==> config.mk <==
export PLATFORM = sky130hd
export DESIGN_NAME = irqc_top
export DESIGN_NICKNAME = d
export VERILOG_FILES = /design/src/rtl/irqc_pkg.sv /design/src/rtl/irqc_capture.sv /design/src/rtl/irqc_enable.sv /design/src/rtl/irqc_vector.sv /design/src/rtl/irqc_top.sv
export SDC_FILE = /design/constraint.sdc
export NUM_CORES = 1
export LEC_CHECK = 0
export BUFFER_PORTS_ARGS = -buffer_cell sky130_fd_sc_hd__buf_2
export CAP_MARGIN = 10
export CORE_AREA = 2 2 100 102
export DETAILED_ROUTE_END_ITERATION = 7
export DIE_AREA = 0 0 102 104
export HOLD_SLACK_MARGIN = 0.02
export MAX_ROUTING_LAYER = met4
export PLACE_DENSITY = 0.71
export SLEW_MARGIN = 20
export SYNTH_ARGS = -nofsm -noshare
export SYNTH_HDL_FRONTEND = slang
export SYNTH_SLANG_ARGS = --single-unit
==> constraint.sdc <==
create_clock -name clk -period 1.9 [get_ports clk]
set_input_delay 0.38 -clock clk [delete_from_list [all_inputs] [get_ports clk]]
set_output_delay 0.38 -clock clk [all_outputs]
set_load 0.005 [all_outputs]
==> src/rtl/irqc_pkg.sv <==
package irqc_pkg;

    localparam int WORD_W = 32;
    localparam int ADDR_W = 5;

    // Word index (bus_addr[4:2]) of each register.
    typedef enum logic [2:0] {
        SEL_STAT  = 3'd0,
        SEL_PEND  = 3'd1,
        SEL_EN    = 3'd2,
        SEL_ACK   = 3'd3,
        SEL_SETEN = 3'd4,
        SEL_CLREN = 3'd5,
        SEL_VEC   = 3'd6,
        SEL_MER   = 3'd7
    } reg_sel_e;

    typedef struct packed {
        logic req_en;   // bit 1
        logic glb_en;   // bit 0
    } mer_t;

    typedef struct packed {
        logic              ack;
        logic              en_ld;
        logic              en_set;
        logic              en_clr;
        logic              mer_ld;
        logic [WORD_W-1:0] data;
    } wr_cmd_t;

    localparam logic [WORD_W-1:0] NO_VECTOR = '1;

    // Index of the lowest set bit, or all ones for an empty word.
    function automatic logic [WORD_W-1:0] lowest_set(input logic [WORD_W-1:0] v);
        logic [WORD_W-1:0] r;
        r = NO_VECTOR;
        for (int k = WORD_W - 1; k >= 0; k--) begin
            if (v[k]) r = WORD_W'(k);
        end
        return r;
    endfunction

endpackage

==> src/rtl/irqc_capture.sv <==
module irqc_capture
    import irqc_pkg::*;
#(
    parameter int                NUM_SRC   = 32,
    parameter logic [WORD_W-1:0] EDGE_MASK = '0
) (
    input  logic               clk,
    input  logic               rst,
    input  logic [NUM_SRC-1:0] src_in,
    input  logic               ack_we,
    input  logic [NUM_SRC-1:0] ack_mask,
    output logic [NUM_SRC-1:0] status
);

    localparam logic [NUM_SRC-1:0] EDGE_SEL = EDGE_MASK[NUM_SRC-1:0];

    logic [NUM_SRC-1:0] prev_q;
    logic [NUM_SRC-1:0] hit;
    logic [NUM_SRC-1:0] stat_q;
    logic [NUM_SRC-1:0] clr;

    assign clr    = ack_we ? ack_mask : '0;
    assign status = stat_q;

    for (genvar i = 0; i < NUM_SRC; i++) begin : g_src
        if (EDGE_SEL[i]) begin : g_edge
            assign hit[i] = src_in[i] & ~prev_q[i];

            assert_edge_only_R3: assert property (@(posedge clk) disable iff (rst)
                (!stat_q[i] && !(src_in[i] && !prev_q[i])) |=> !stat_q[i]);
        end else begin : g_level
            assign hit[i] = src_in[i];

            assert_level_sets_R2: assert property (@(posedge clk) disable iff (rst)
                src_in[i] |=> stat_q[i]);
        end

        assert_ack_clears_R4: assert property (@(posedge clk) disable iff (rst)
            (ack_we && ack_mask[i] && !src_in[i]) |=> !stat_q[i]);
    end

    always_ff @(posedge clk) begin
        if (rst) begin
            prev_q <= '0;
            stat_q <= '0;
        end else begin
            prev_q <= src_in;
            stat_q <= (stat_q & ~clr) | hit;
        end
    end

endmodule

==> src/rtl/irqc_enable.sv <==
module irqc_enable
    import irqc_pkg::*;
#(
    parameter int NUM_SRC = 32
) (
    input  logic               clk,
    input  logic               rst,
    input  wr_cmd_t            cmd,
    output logic [NUM_SRC-1:0] enable,
    output mer_t               mer
);

    logic [NUM_SRC-1:0] en_q;
    logic [NUM_SRC-1:0] mask;
    mer_t               mer_q;

    assign mask   = cmd.data[NUM_SRC-1:0];
    assign enable = en_q;
    assign mer    = mer_q;

    always_ff @(posedge clk) begin
        if (rst) begin
            en_q  <= '0;
            mer_q <= '0;
        end else begin
            if (cmd.en_ld)       en_q <= mask;
            else if (cmd.en_set) en_q <= en_q | mask;
            else if (cmd.en_clr) en_q <= en_q & ~mask;
            if (cmd.mer_ld)      mer_q <= mer_t'(cmd.data[1:0]);
        end
    end

    assert_set_or_R5: assert property (@(posedge clk) disable iff (rst)
        cmd.en_set |=> ((en_q & $past(mask)) == $past(mask)));

    assert_clr_bits_R5: assert property (@(posedge clk) disable iff (rst)
        cmd.en_clr |=> ((en_q & $past(mask)) == '0));

    assert_set_keeps_R5: assert property (@(posedge clk) disable iff (rst)
        cmd.en_set |=> ((en_q & $past(en_q)) == $past(en_q)));

endmodule

==> src/rtl/irqc_vector.sv <==
module irqc_vector
    import irqc_pkg::*;
#(
    parameter int NUM_SRC = 32
) (
    input  logic               clk,
    input  logic               rst,
    input  logic [NUM_SRC-1:0] pend_in,
    output logic [WORD_W-1:0]  vec_out
);

    logic [WORD_W-1:0] pend_w;

    always_comb begin
        pend_w = '0;
        pend_w[NUM_SRC-1:0] = pend_in;
    end

    assign vec_out = lowest_set(pend_w);

    assert_vec_empty_R7: assert property (@(posedge clk) disable iff (rst)
        (vec_out == NO_VECTOR) |-> (pend_in == '0));

    assert_vec_valid_R7: assert property (@(posedge clk) disable iff (rst)
        (vec_out != NO_VECTOR) |->
            (pend_w[vec_out[4:0]] &&
             ((pend_w & ((32'd1 << vec_out[4:0]) - 32'd1)) == '0)));

endmodule

==> src/rtl/irqc_top.sv <==
module irqc_top
    import irqc_pkg::*;
#(
    parameter int                NUM_SRC   = 32,
    parameter logic [WORD_W-1:0] EDGE_MASK = '0
) (
    input  logic               clk,
    input  logic               rst,
    input  logic [NUM_SRC-1:0] src_in,
    input  logic               bus_wr,
    input  logic [ADDR_W-1:0]  bus_addr,
    input  logic [WORD_W-1:0]  bus_wdata,
    output logic [WORD_W-1:0]  bus_rdata,
    output logic               irq_out
);

    reg_sel_e           sel;
    wr_cmd_t            cmd;
    logic [NUM_SRC-1:0] status;
    logic [NUM_SRC-1:0] enable;
    logic [NUM_SRC-1:0] pend;
    mer_t               mer;
    logic [WORD_W-1:0]  vec;
    logic [WORD_W-1:0]  stat_w, en_w, pend_w;

    assign sel = reg_sel_e'(bus_addr[4:2]);

    always_comb begin
        cmd        = '0;
        cmd.data   = bus_wdata;
        cmd.ack    = bus_wr && (sel == SEL_ACK);
        cmd.en_ld  = bus_wr && (sel == SEL_EN);
        cmd.en_set = bus_wr && (sel == SEL_SETEN);
        cmd.en_clr = bus_wr && (sel == SEL_CLREN);
        cmd.mer_ld = bus_wr && (sel == SEL_MER);
    end

    irqc_capture #(.NUM_SRC(NUM_SRC), .EDGE_MASK(EDGE_MASK)) u_cap (
        .clk      (clk),
        .rst      (rst),
        .src_in   (src_in),
        .ack_we   (cmd.ack),
        .ack_mask (bus_wdata[NUM_SRC-1:0]),
        .status   (status)
    );

    irqc_enable #(.NUM_SRC(NUM_SRC)) u_en (
        .clk    (clk),
        .rst    (rst),
        .cmd    (cmd),
        .enable (enable),
        .mer    (mer)
    );

    assign pend = status & enable;

    irqc_vector #(.NUM_SRC(NUM_SRC)) u_vec (
        .clk     (clk),
        .rst     (rst),
        .pend_in (pend),
        .vec_out (vec)
    );

    always_comb begin
        stat_w = '0;
        en_w   = '0;
        pend_w = '0;
        stat_w[NUM_SRC-1:0] = status;
        en_w[NUM_SRC-1:0]   = enable;
        pend_w[NUM_SRC-1:0] = pend;
    end

    always_comb begin
        unique case (sel)
            SEL_STAT: bus_rdata = stat_w;
            SEL_PEND: bus_rdata = pend_w;
            SEL_EN:   bus_rdata = en_w;
            SEL_VEC:  bus_rdata = vec;
            SEL_MER:  bus_rdata = {30'd0, mer};
            default:  bus_rdata = '0;
        endcase
    end

    assign irq_out = mer.glb_en && mer.req_en && (pend != '0);

    assert_irq_gate_R8: assert property (@(posedge clk) disable iff (rst)
        irq_out |-> (mer == 2'b11 && status != '0 && enable != '0));

    assert_irq_fires_R8: assert property (@(posedge clk) disable iff (rst)
        (mer == 2'b11 && (status & enable) != '0) |-> irq_out);

endmodule

==> impl_metrics.ini <==
[outcome]
outcome = finished, violations left
violations = setup timing

[die]
dieArea_um2 = 10600
row_count = 36
io-pin-count = 105
core_um2 = 9550
fp.dieW_um = 102
start_util_pct = 39.0
die_h_um = 104

[sta]
fin_worst_skew_ns = 0
worst_pin_slew_ns = 0.373
finalCriticalPeriod_ns = 2.54
slew_violations = 0
rsz0062_at_grt = yes
min_period_over_period_pct = 134
setup_violations = 33
max_freq_mhz = 394
layout_setup_ws_ns = -0.637
finalHoldViolCount = 0
slew_headroom_pct = 75.2

[global_routing]
grtUsageMet2_pct = 41.3
use_met3_pct = 4.57
grt_max_degree = 67
grtUsageMet1_pct = 32.0
overflow = 0
grt.busiest_layer = met2
first_global_vias = 4738
grt.total_usage_pct = 26.0
grt_pass1_wl_mm = 21.5
antenna_found_initial = 0

[cells_and_area]
area_growth_syn_to_layout_pct = 49.0
postLayoutCoreUtil_pct = 58.0
fin_cells = 848
fin_nets = 783
num_antenna_cells = 0
drive_gt1_share_pct = 40.3

[detailed_routing]
ant_nets = 0
wl_mm = 13.4
vias = 4779
wl_per_cell_um = 15.8
first_pass_iters = 6
drc = 0
vias_per_cell = 5.64
initialDrtViolationCount = 310

[synth]
synth_cell_types = 38
synthArstFlopShare_pct = 0
synthTopCellsByCount = nor2_1 (105), dfxtp_1 (66), nand2_1 (63), o21ai_0 (62), a21oi_1 (43)
ys_seq_area_share_pct = 35.5
yosysTopAreaCell = dfxtp_1
synthTopCellsByArea = dfxtp_1 (36%), nor2_1 (11%), o21ai_0 (8.3%)
synth_flop_cell = dfxtp_1
synth_cells = 526
synth_top_area_share_pct = 35.5
syn_area_per_cell_um2 = 7.07
synth_warnings = 0
yosysMostFrequentCell = nor2_1
synth-edff-count = 0
synth_seq_cells = 66
syn_nets = 598
netlist_area_um2 = 3720

[clock_network]
clk_latency_ns = 0.35
numCtsBuffers = 9
clockBufferDepth = 2
cts.clk_slew.worst_paths_ns = 0.08
root_buffer = clkbuf_8
cts_sinks = 66
ctsHtreeMaxLevel = 3
tritoncts = yes

[placed_design]
dp.cells = 829
port_buffers = 102
routabilityCongestion = 0.875
dp_hpwl_mm = 9.28

[pwr]
ir_worst_vdd_mv = 0.361
clkPwrFrac_pct = 34.8
p_int_mw = 2.55
power_density_nw_per_um2 = 645
p_switching_mw = 1.03
power.share.sequential_pct = 42.2
share_comb_of_total_power_pct = 23.0
p_leak_nw = 2.52
swShare_pct = 28.7

[worst_setup_path]
arrival_ns = 2.16
start_kind = flip-flop
crit_chain = a22o_4, and3b_2, nand2_4, nor4_4, nand3_4, buf_12, o21ai_2, buf_2
critPathKind = flip-flop to primary output
crit_path_max_incr_delay_ns = 0.34
slowest_stage = nor4_4
crit_fanout = 10
worstPathRequired_ns = 1.52
cp-end-kind = primary output

[run]
maxCapViolCount = 0

[min_path]
holdCritPathClass = input port to flip-flop
-- cell families after synthesis --
logic type | after synthesis | synth area share, %
buffers and inverters | 69 | 7.53
AO/OA/AOI/OAI | 201 | 35.6
AND/OR/NAND/NOR | 190 | 21.3
flip-flops | 66 | 35.5
-- worst max-delay path, delay by kind of cell, from the launching register on --
| family | cells | cell delay, ns |
|---|---|---|
| AOI/OAI and AO/OA | 2 | 0.31 |
| and+or+nand+nor | 4 | 0.83 |
| DFF | 1 | 0.33 |
| buffers and inverters | 2 | 0.31 |
-- power by group through the flow --
stage	logic, mW	registers, mW	clock network (mW)
final	0.820	1.51	1.24
after global routing	0.901	1.51	1.31
after CTS	0.787	1.50	1.26
after detailed placement	0.752	1.53	0
after global placement	0.731	1.53	0
after floorplan	0.344	1.54	0
-- final timing paths --
check	start	end	slack [ns]	cells past startpoint
worst min-delay path	src_in[7]	u_cap.status[7]$_SDFF_PP0_	0.23	3
worst max register to register	flip-flop	flip-flop	0.98	4
worst max-delay path	u_cap.status[13]$_SDFF_PP0_	bus_rdata[11]	-0.64	8
worst min register to register	u_en.mer[1]$_SDFFE_PP0P_	u_en.mer[1]$_SDFFE_PP0P_	0.48	2
-- layer usage --
| metal | up-vias | share of wire [%] |
|---|---|---|
| li1 | 2253 | - |
| met2 | 225 | 48 |
| met1 | 2269 | 41 |
| met4 | 0 | 2.2 |
| met3 | 32 | 8.1 |
| met5 | - | 0 |
-- layout make-up --
| cell class | count | area [um^2] |
|---|---|---|
| timing repair buffer | 210 | 1400 |
| multi-input combinational | 391 | 2310 |
| clock inverter | 2 | 35.0 |
| sequential | 66 | 1340 |
| fill | 925 | 4010 |
| tap | 133 | 166 |
| inverter | 33 | 124 |
| clock buffer | 13 | 169 |
-- metrics by stage --
| step | power (mW) | TNS, ns | cell area [um^2] | worst slack, ns | hold slack [ns] |
|---|---|---|---|---|---|
| 2_1_floorplan | 1.88 | -0.224 | 3730 | -0.0140 | 0.450 |
| 3_3_place_gp | 2.26 | -7.93 | 5100 | -0.321 | 0.463 |
| 3_5_place_dp | 2.28 | -7.90 | 5100 | -0.294 | 0.476 |
| 4_1_cts | 3.55 | -19.21 | 5440 | -0.651 | 0.219 |
| 5_1_grt | 3.73 | -22.91 | 5540 | -0.753 | 0.239 |
| 6_report | 3.57 | -19.14 | 5540 | -0.637 | 0.226 |
-- layout by cell type (no fill, tap or decap), types with 2 or more instances in the layout --
master	Yosys	layout
a22oi_2	0	6
dfxtp_1	66	52
a21oi_1	43	41
clkbuf_8	0	12
nor2_1	105	101
nor2b_1	2	2
nand4_1	2	2
o211ai_1	3	3
o21ai_2	2	19
a32oi_1	35	35
buf_6	2	3
dfxtp_2	0	14
a21oi_2	0	2
nand3_1	7	5
buf_2	5	102
buf_12	0	5
buf_4	0	100
o21ai_0	62	44
inv_1	33	33
nand2_2	1	4
a22o_4	0	2
a22oi_1	40	34
a22o_1	3	2
nor2_2	0	4
nand3_2	0	2
a32o_1	2	2
nand2_1	63	59
-- timing repair --
action	CTS	global route
pin swaps	16	7
hold buffers	0	0
hold endpoints to repair	0	0
buffers inserted	3	1
endpoints found under the setup margin	33	33
resized for setup	43	33
Power figures use the tool's default switching activity.
